[src/rtl/irq_status_pkg.sv]
package irq_status_pkg;
  localparam int unsigned DataW   = 32;
  localparam int unsigned AddrW   = 4;
  localparam int unsigned NumSrc  = 4;

  localparam logic [AddrW-1:0] OffPending = 4'h0;
  localparam logic [AddrW-1:0] OffMask    = 4'h4;
  localparam logic [AddrW-1:0] OffInject  = 4'h8;

  typedef struct packed {
    logic                  clrStb;
    logic                  maskStb;
    logic                  injStb;
    logic [NumSrc-1:0]     wrBits;
  } regStrobe_t;
endpackage

[src/rtl/irq_status_ctrl.sv]
module irq_status_ctrl
  import irq_status_pkg::*;
#(
  parameter int unsigned AW  = AddrW,
  parameter int unsigned DW  = DataW,
  parameter int unsigned NS  = NumSrc
) (
  input  logic          wrEn,
  input  logic [AW-1:0] wrAddr,
  input  logic [DW-1:0] wrData,
  output regStrobe_t    strobe
);
  always_comb begin
    strobe         = '0;
    strobe.wrBits  = wrData[NS-1:0];
    if (wrEn) begin
      unique case (wrAddr)
        OffPending: strobe.clrStb  = 1'b1;
        OffMask:    strobe.maskStb = 1'b1;
        OffInject:  strobe.injStb  = 1'b1;
        default:    ;
      endcase
    end
  end
endmodule

[src/rtl/irq_status_dp.sv]
module irq_status_dp
  import irq_status_pkg::*;
#(
  parameter int unsigned AW = AddrW,
  parameter int unsigned DW = DataW,
  parameter int unsigned NS = NumSrc
) (
  input  logic          clk,
  input  logic          rstN,
  input  regStrobe_t    strobe,
  input  logic [NS-1:0] evtPulse,
  input  logic [AW-1:0] rdAddr,
  output logic [DW-1:0] rdData,
  output logic [NS-1:0] irqOut
);
  localparam int unsigned PadW = DW - NS;

  logic [NS-1:0] pendingQ;
  logic [NS-1:0] maskQ;
  logic [NS-1:0] pendingD;

  for (genvar g = 0; g < NS; g++) begin : gSrc
    always_comb begin
      pendingD[g] = pendingQ[g];
      if (strobe.clrStb && strobe.wrBits[g]) pendingD[g] = 1'b0;
      if (strobe.injStb && strobe.wrBits[g]) pendingD[g] = 1'b1;
      if (evtPulse[g])                       pendingD[g] = 1'b1;
    end

    always_ff @(posedge clk or negedge rstN) begin
      if (!rstN) begin
        pendingQ[g] <= 1'b0;
        maskQ[g]    <= 1'b0;
        irqOut[g]   <= 1'b0;
      end else begin
        pendingQ[g] <= pendingD[g];
        if (strobe.maskStb) maskQ[g] <= strobe.wrBits[g];
        irqOut[g]   <= pendingQ[g] & maskQ[g];
      end
    end
  end

  always_comb begin
    unique case (rdAddr)
      OffPending: rdData = {{PadW{1'b0}}, pendingQ};
      OffMask:    rdData = {{PadW{1'b0}}, maskQ};
      default:    rdData = '0;
    endcase
  end
endmodule

[src/rtl/irq_status_top.sv]
module irq_status_top
  import irq_status_pkg::*;
(
  input  logic              clk,
  input  logic              rstN,
  input  logic              wrEn,
  input  logic [AddrW-1:0]  wrAddr,
  input  logic [DataW-1:0]  wrData,
  input  logic [AddrW-1:0]  rdAddr,
  output logic [DataW-1:0]  rdData,
  input  logic [NumSrc-1:0] evtPulse,
  output logic [NumSrc-1:0] irqOut
);
  regStrobe_t strobe;

  irq_status_ctrl #(.AW(AddrW), .DW(DataW), .NS(NumSrc)) i_ctrl (
    .wrEn   (wrEn),
    .wrAddr (wrAddr),
    .wrData (wrData),
    .strobe (strobe)
  );

  irq_status_dp #(.AW(AddrW), .DW(DataW), .NS(NumSrc)) i_dp (
    .clk      (clk),
    .rstN     (rstN),
    .strobe   (strobe),
    .evtPulse (evtPulse),
    .rdAddr   (rdAddr),
    .rdData   (rdData),
    .irqOut   (irqOut)
  );
endmodule

[config.mk]
export PLATFORM = sky130hd
export DESIGN_NAME = irq_status_top
export DESIGN_NICKNAME = d
export VERILOG_FILES = /design/src/rtl/irq_status_pkg.sv /design/src/rtl/irq_status_ctrl.sv /design/src/rtl/irq_status_dp.sv /design/src/rtl/irq_status_top.sv
export SDC_FILE = /design/constraint.sdc
export NUM_CORES = 1
export LEC_CHECK = 0
export BUFFER_PORTS_ARGS = -buffer_cell sky130_fd_sc_hd__buf_4
export CAP_MARGIN = 40
export CORE_MARGIN = 4
export CORE_UTILIZATION = 34
export CTS_CLUSTER_DIAMETER = 150
export DETAILED_ROUTE_END_ITERATION = 8
export PLACE_DENSITY = 0.84
export SYNTH_ARGS = -nofsm -noshare
export SYNTH_HDL_FRONTEND = slang
export SYNTH_HIERARCHICAL = 1
export SYNTH_SLANG_ARGS = --single-unit
[constraint.sdc]
create_clock -name clk -period 0.98 [get_ports clk]
set_clock_uncertainty 0.1 [all_clocks]
set_input_delay 0.196 -clock clk [delete_from_list [all_inputs] [get_ports clk]]
set_output_delay 0.196 -clock clk [all_outputs]
set_load 0.1 [all_outputs]
==> results of run 1 <==
[flip-flops by register name, summed over array words and instances (netlist names)]
signal,flops
i_dp/maskQ,4
i_dp/irqOut,4
i_dp/pendingQ,4
[metrics by stage]
stage               TNS, ps  instance area (sq um)
finish                -2618                   1144
global placement      -3928                  982.2
CTS                   -2640                   1121
detailed placement    -4178                  982.2
global route          -3103                   1144
floorplan             -2597                  935.9
[worst max-delay path: stages, from the launching register on]
cell and delay, ps:
dfrtp_1 400, mux2i_2 210, nor2_4 60, buf_12 160
[worst min path at each step]
stage                                        end   startpoint  depth (start not counted)  slack, ps
finish              i_dp/pendingQ[3]$_DFFE_PN0P_  evtPulse[3]                          2         30
global route        i_dp/pendingQ[3]$_DFFE_PN0P_  evtPulse[3]                          2         30
CTS                 i_dp/pendingQ[0]$_DFFE_PN0P_  evtPulse[0]                          2         30
detailed placement     i_dp/maskQ[0]$_DFFE_PN0P_         rstN                          1        -60
global placement       i_dp/maskQ[0]$_DFFE_PN0P_         rstN                          1        -60
floorplan               i_dp/irqOut[0]$_DFF_PN0_         rstN                          0       -200
[kinds of logic (layout without fill, tap and decap cells)]
logic type             Yosys count  after routing  synth area share (%)
flip-flops                      12             12                 38.59
other                            1             28                0.4819
multiplexers                     8              8                 10.93
buffers and inverters           33             39                 31.35
AND/OR/NAND/NOR                 17             17                 13.50
AO/OA/AOI/OAI                    4              4                 5.145
[cell type report]
type	count	area, sq um
fill	195	1047
multi-input combinational	57	401.6
timing repair buffer	36	379.1
sequential	12	305.3
tap	28	35.03
clock buffer	3	22.52
[placed cells by master, fill, tap and decap left out]
master,Yosys,final
conb_1,1,28
buf_4,32,20
dfrtp_1,12,8
buf_6,0,7
nor2_4,0,5
mux2i_2,0,4
and2_1,4,4
mux2_4,0,4
nand2_1,4,4
a221o_1,4,4
dfrtp_2,0,4
buf_8,0,4
buf_12,0,4
clkbuf_4,0,3
dlygate4sd3_1,0,1
and4b_1,2,1
and4b_2,0,1
and4bb_2,0,1
or3_4,1,1
[what timing repair did]
| item | CTS | global route |
|---|---|---|
| hold buffers | 1 | 0 |
| endpoints found under the setup margin | 15 | 16 |
| buffers inserted | 2 | 3 |
| gates resized for setup | 28 | 6 |
| hold endpoints to repair | 12 | 0 |
| pin swaps | 8 | 2 |
[metal layers]
metal  wire (um)  track usage [%]  up-vias
met5           0                0        -
met4           0            3.051        0
met3         188            2.784        0
met2         834            18.92       41
met1         548            9.885      258
li1            -                -      256
[synth_stat cells (all sizes together)]
cell type,n
buf,32
dfrtp,12
nor2,5
a221o,4
and2,4
mux2,4
mux2i,4
nand2,4
and4b,2
and4bb,1
clkbuf,1
conb,1
or3,1
[report_power, final]
part / switching (mW) / internal, mW / leakage, nW
clock network: 0.141 / 0.142 / 0.0138
registers: 0.0584 / 0.582 / 0.129
logic: 0.935 / 0.351 / 0.392
==> run metrics, run 1 <==
clk sink count 12; wire per inst ~12 um; Setup crit end rdData[3]; antenna violations before repair 0; Design Power approximately 2.2 mW; r2r setup slk -170 ps; worst-path maximum fanout 2; Core Area ~2200 sq um; Pins Over Slew Limit 0; Critical Path RT roughly 680 ps; number of CTS-inserted buffers 3; DRT Pass-1 Iters 4; mapped cell area between 700 and 800 sq um; Layout Cells excl Fill roughly 140; YS warnings 6; violated checks setup timing; largest net degree at the start of global routing 13; ranking of synthesized cells by area dfrtp_1, buf_4, mux2_2; CP Class flip-flop to primary output; run status complete, but fails checks; Mapped Avg Cell Area around 10 sq um; fin util around 52%; routability cong. around 0.73; Cell Count Post-Placement around 130; Critical Path Start Type flip-flop; ant diodes 0; nets 157; CTS tree yes; Ports 83; clock latency on the worst-skew pair about 260 ps; CTS H-Tree Depth 1; max-cap violation count 0; share of cells above drive strength 1 53.70%; die height roughly 56 um; Initial Utilization 35.52%; Clock Tree Root clkbuf_4; r2r worst-path depth 3; final hold violations 0; #FFs+latches synth 12; grt total ovfl 0; Row Count 17; Die W 55.85 um; Yosys top cell by area dfrtp_1; worst slack at placement -451.4 ps; Lkg Pwr approximately 0.53 nW; pwr/cell area about 1900 nW/um^2; R2R Path End i_dp/pendingQ[2]$_DFFE_PN0P_; I/O Buffers 26; clk buf depth 2; area delta synth->final 46.95%; worst setup path start i_dp/maskQ[3]$_DFFE_PN0P_; total number of vias 555; WL final about 1600 um; DP HPWL roughly 1300 um; Remaining DRCs 0; post-route minimum period between 1000 and 1500 ps; cells after synthesis 75; CTS clk-pin slew, worst paths about 70 ps; die area 3119 sq um; number of global-route vias before repair between 500 and 600; Synth top area share about two fifths; worst min path class input pin to flip-flop; crit path DAT ~1100 ps; Reg2Reg Launch Point i_dp/pendingQ[2]$_DFFE_PN0P_; Final ANT Viol Nets 0; first-pass GRT wire length between 2000 and 2500 um; Final Worst Setup Slack -414.7 ps; Cell variety after synth 14; vias per cell roughly 4; Max Fclk 717.0 MHz; Final setup viols 17; crit path capture type primary output; peak supply drop 1.009 mV; RSZ-0062 raised after global routing yes; Overall Global Routing Usage 9.749%; Hold Slack between 30 and 40 ps; sequential area share after synthesis 38.59%; DRC marker count from the first detailed-route iteration 5; fin crit share 142.3%
(Power assumes the default switching activity.)
==> run 2, diff against run 1 <==
SKIP_CTS_REPAIR_TIMING = 1   (was default)
==> run metrics, run 2 (synthesis gave the netlist of run 1 again) <==
number of CTS-inserted buffers 3 (unchanged); DRC marker count from the first detailed-route iteration 5 (unchanged); Ports 83 (unchanged); CP Class flip-flop to primary output (unchanged); share of cells above drive strength 1 54.63% (was 53.70%); Remaining DRCs 0 (unchanged); Internal 1.078 mW (was 1.074 mW); Final Worst Setup Slack -424.1 ps (was -414.7 ps); grt total ovfl 0 (unchanged); Critical Path RT 680 ps (about the same); violated checks setup timing (unchanged); routability cong. 0.7308 (unchanged); peak supply drop 0.9098 mV (was 1.009 mV); Layout Cells excl Fill 136 (unchanged); R2R Path End i_dp/pendingQ[2]$_DFFE_PN0P_ (unchanged); largest registers i_dp/irqOut (4), i_dp/maskQ (4), i_dp/pendingQ (4) (unchanged); Switch Pwr 1.133 mW (was 1.134 mW); DP HPWL 1336 um (unchanged); worst-case hold path end point i_dp/pendingQ[3]$_DFFE_PN0P_ (unchanged); nets 157 (unchanged); Overall Global Routing Usage 9.643% (was 9.749%); clk sink count 12 (unchanged); Reg2Reg Launch Point i_dp/pendingQ[2]$_DFFE_PN0P_ (unchanged); Combinational Power Share 58.4% (was 58.2%); Core Area 2191 sq um (unchanged); run status complete, but fails checks (unchanged); total number of vias 562 (was 555); worst slack at placement -451.4 ps (unchanged); Initial Utilization 35.52% (unchanged); worst setup path start i_dp/maskQ[3]$_DFFE_PN0P_ (unchanged); WL final 1601 um (was 1570 um); Crit path largest cell delay 400 ps (about the same); Final ANT Viol Nets 0 (unchanged); RSZ-0062 raised after global routing yes (unchanged); Clock Power Share 12.7% (was 12.8%); Cell Count Post-Placement 131 (unchanged); crit path capture type primary output (unchanged); I/O Buffers 26 (unchanged); CTS H-Tree Depth 1 (unchanged); number of global-route vias before repair 576 (was 580); Die W 55.85 um (unchanged); Pins Over Slew Limit 0 (unchanged); Switching Share 51.24% (was 51.36%); Clock Tree Root clkbuf_4 (unchanged); fin crit share 143.3% (was 142.3%); r2r setup slk -160 ps (was -170 ps); area delta synth->final 47.75% (was 46.95%); r2r worst-path depth 3 (unchanged); vias per cell 4.132 (was 4.081); Final setup viols 16 (was 17); most frequent cells in the layout conb_1, buf_4, dfrtp_1, buf_6, nor2_4 (was conb_1, buf_4, dfrtp_1); wire per inst 11.77 um (was 11.54 um); worst-path maximum fanout 2 (unchanged); post-route minimum period 1404 ps (was 1395 ps); CP max stage cell dfrtp_1 (unchanged); Hold Startpoint evtPulse[3] (unchanged); pwr/cell area 1923 nW/um^2 (was 1931 nW/um^2); Hold Slack 33.12 ps (was 32.58 ps); fin util 52.48% (was 52.20%); worst min path class input pin to flip-flop (unchanged); critical-path cell list mux2i_2 > nor2_4 > buf_12 (unchanged); CTS clk-pin slew, worst paths 70 ps (about the same); die height 55.85 um (unchanged); ant diodes 0 (unchanged); crit path DAT 1110 ps (was 1100 ps); antenna violations before repair 0 (unchanged); Lkg Pwr 0.5389 nW (was 0.5349 nW); Row Count 17 (unchanged); largest net degree at the start of global routing 13 (unchanged); DRT Pass-1 Iters 4 (unchanged); first-pass GRT wire length 2387 um (was 2380 um); Critical Path Start Type flip-flop (unchanged); most common cell after layout, fill and taps aside conb_1 (unchanged); CTS tree yes (unchanged); die area 3119 sq um (unchanged); FILL cells 197 (was 195); clk buf depth 2 (unchanged); Flop pwr share 28.9% (was 29.0%); clock latency on the worst-skew pair 260 ps (about the same); final hold violations 0 (unchanged); Max Fclk 712.2 MHz (was 717.0 MHz); max-cap violation count 0 (unchanged); WHS Path Cells 2 (unchanged)
[run 2: stage by stage]
step | power, mW | instance area, sq um | setup TNS (ps)
floorplan | 1.669 | 935.9 | -2597
global placement | 1.780 | 982.2 | -3928
detailed placement | 1.798 | 982.2 | -4178
CTS | 2.086 | 1005 | -3158
global route | 2.291 | 1150 | -3061
finish | 2.211 | 1150 | -2592
[run 2: layout make-up]
cell class / instances / area [sq um] / area share (%)
Multi-Input combinational cell: 57 / 404.1 / 35.15
Timing Repair Buffer: 36 / 382.9 / 33.30
Clock buffer: 3 / 22.52 / 1.959
Tap cell: 28 / 35.03 / 3.047
Sequential cell: 12 / 305.3 / 26.55
[run 2: worst max-delay path by stage]
stage	slack (ps)	to
floorplan	-440	rdData[0]
global route	-460	rdData[3]
global placement	-430	rdData[2]
detailed placement	-450	rdData[1]
finish	-420	rdData[3]
CTS	-520	rdData[1]
[run 2: worst max-delay path: cells and delay by family, from the launching register on]
kind,cells,cell delay (ps)
DFF,1,400
muxes,1,220
buffers and inverters,1,160
and+or+nand+nor,1,60
[run 2: power by group through the flow]
stage                     sequential (mW)  combinational, mW  clock [mW]
after CTS                           0.613               1.18       0.297
after global placement              0.616               1.16           0
after floorplan                     0.911              0.758           0
after global routing                0.644               1.33       0.320
after detailed placement            0.623               1.17           0
final                               0.639               1.29       0.281
[run 2: routing by layer]
layer,track usage [%],wire length [um]
met4,3.051,0
met2,17.57,859
met3,3.016,181
met1,10.57,561
met5,0,0
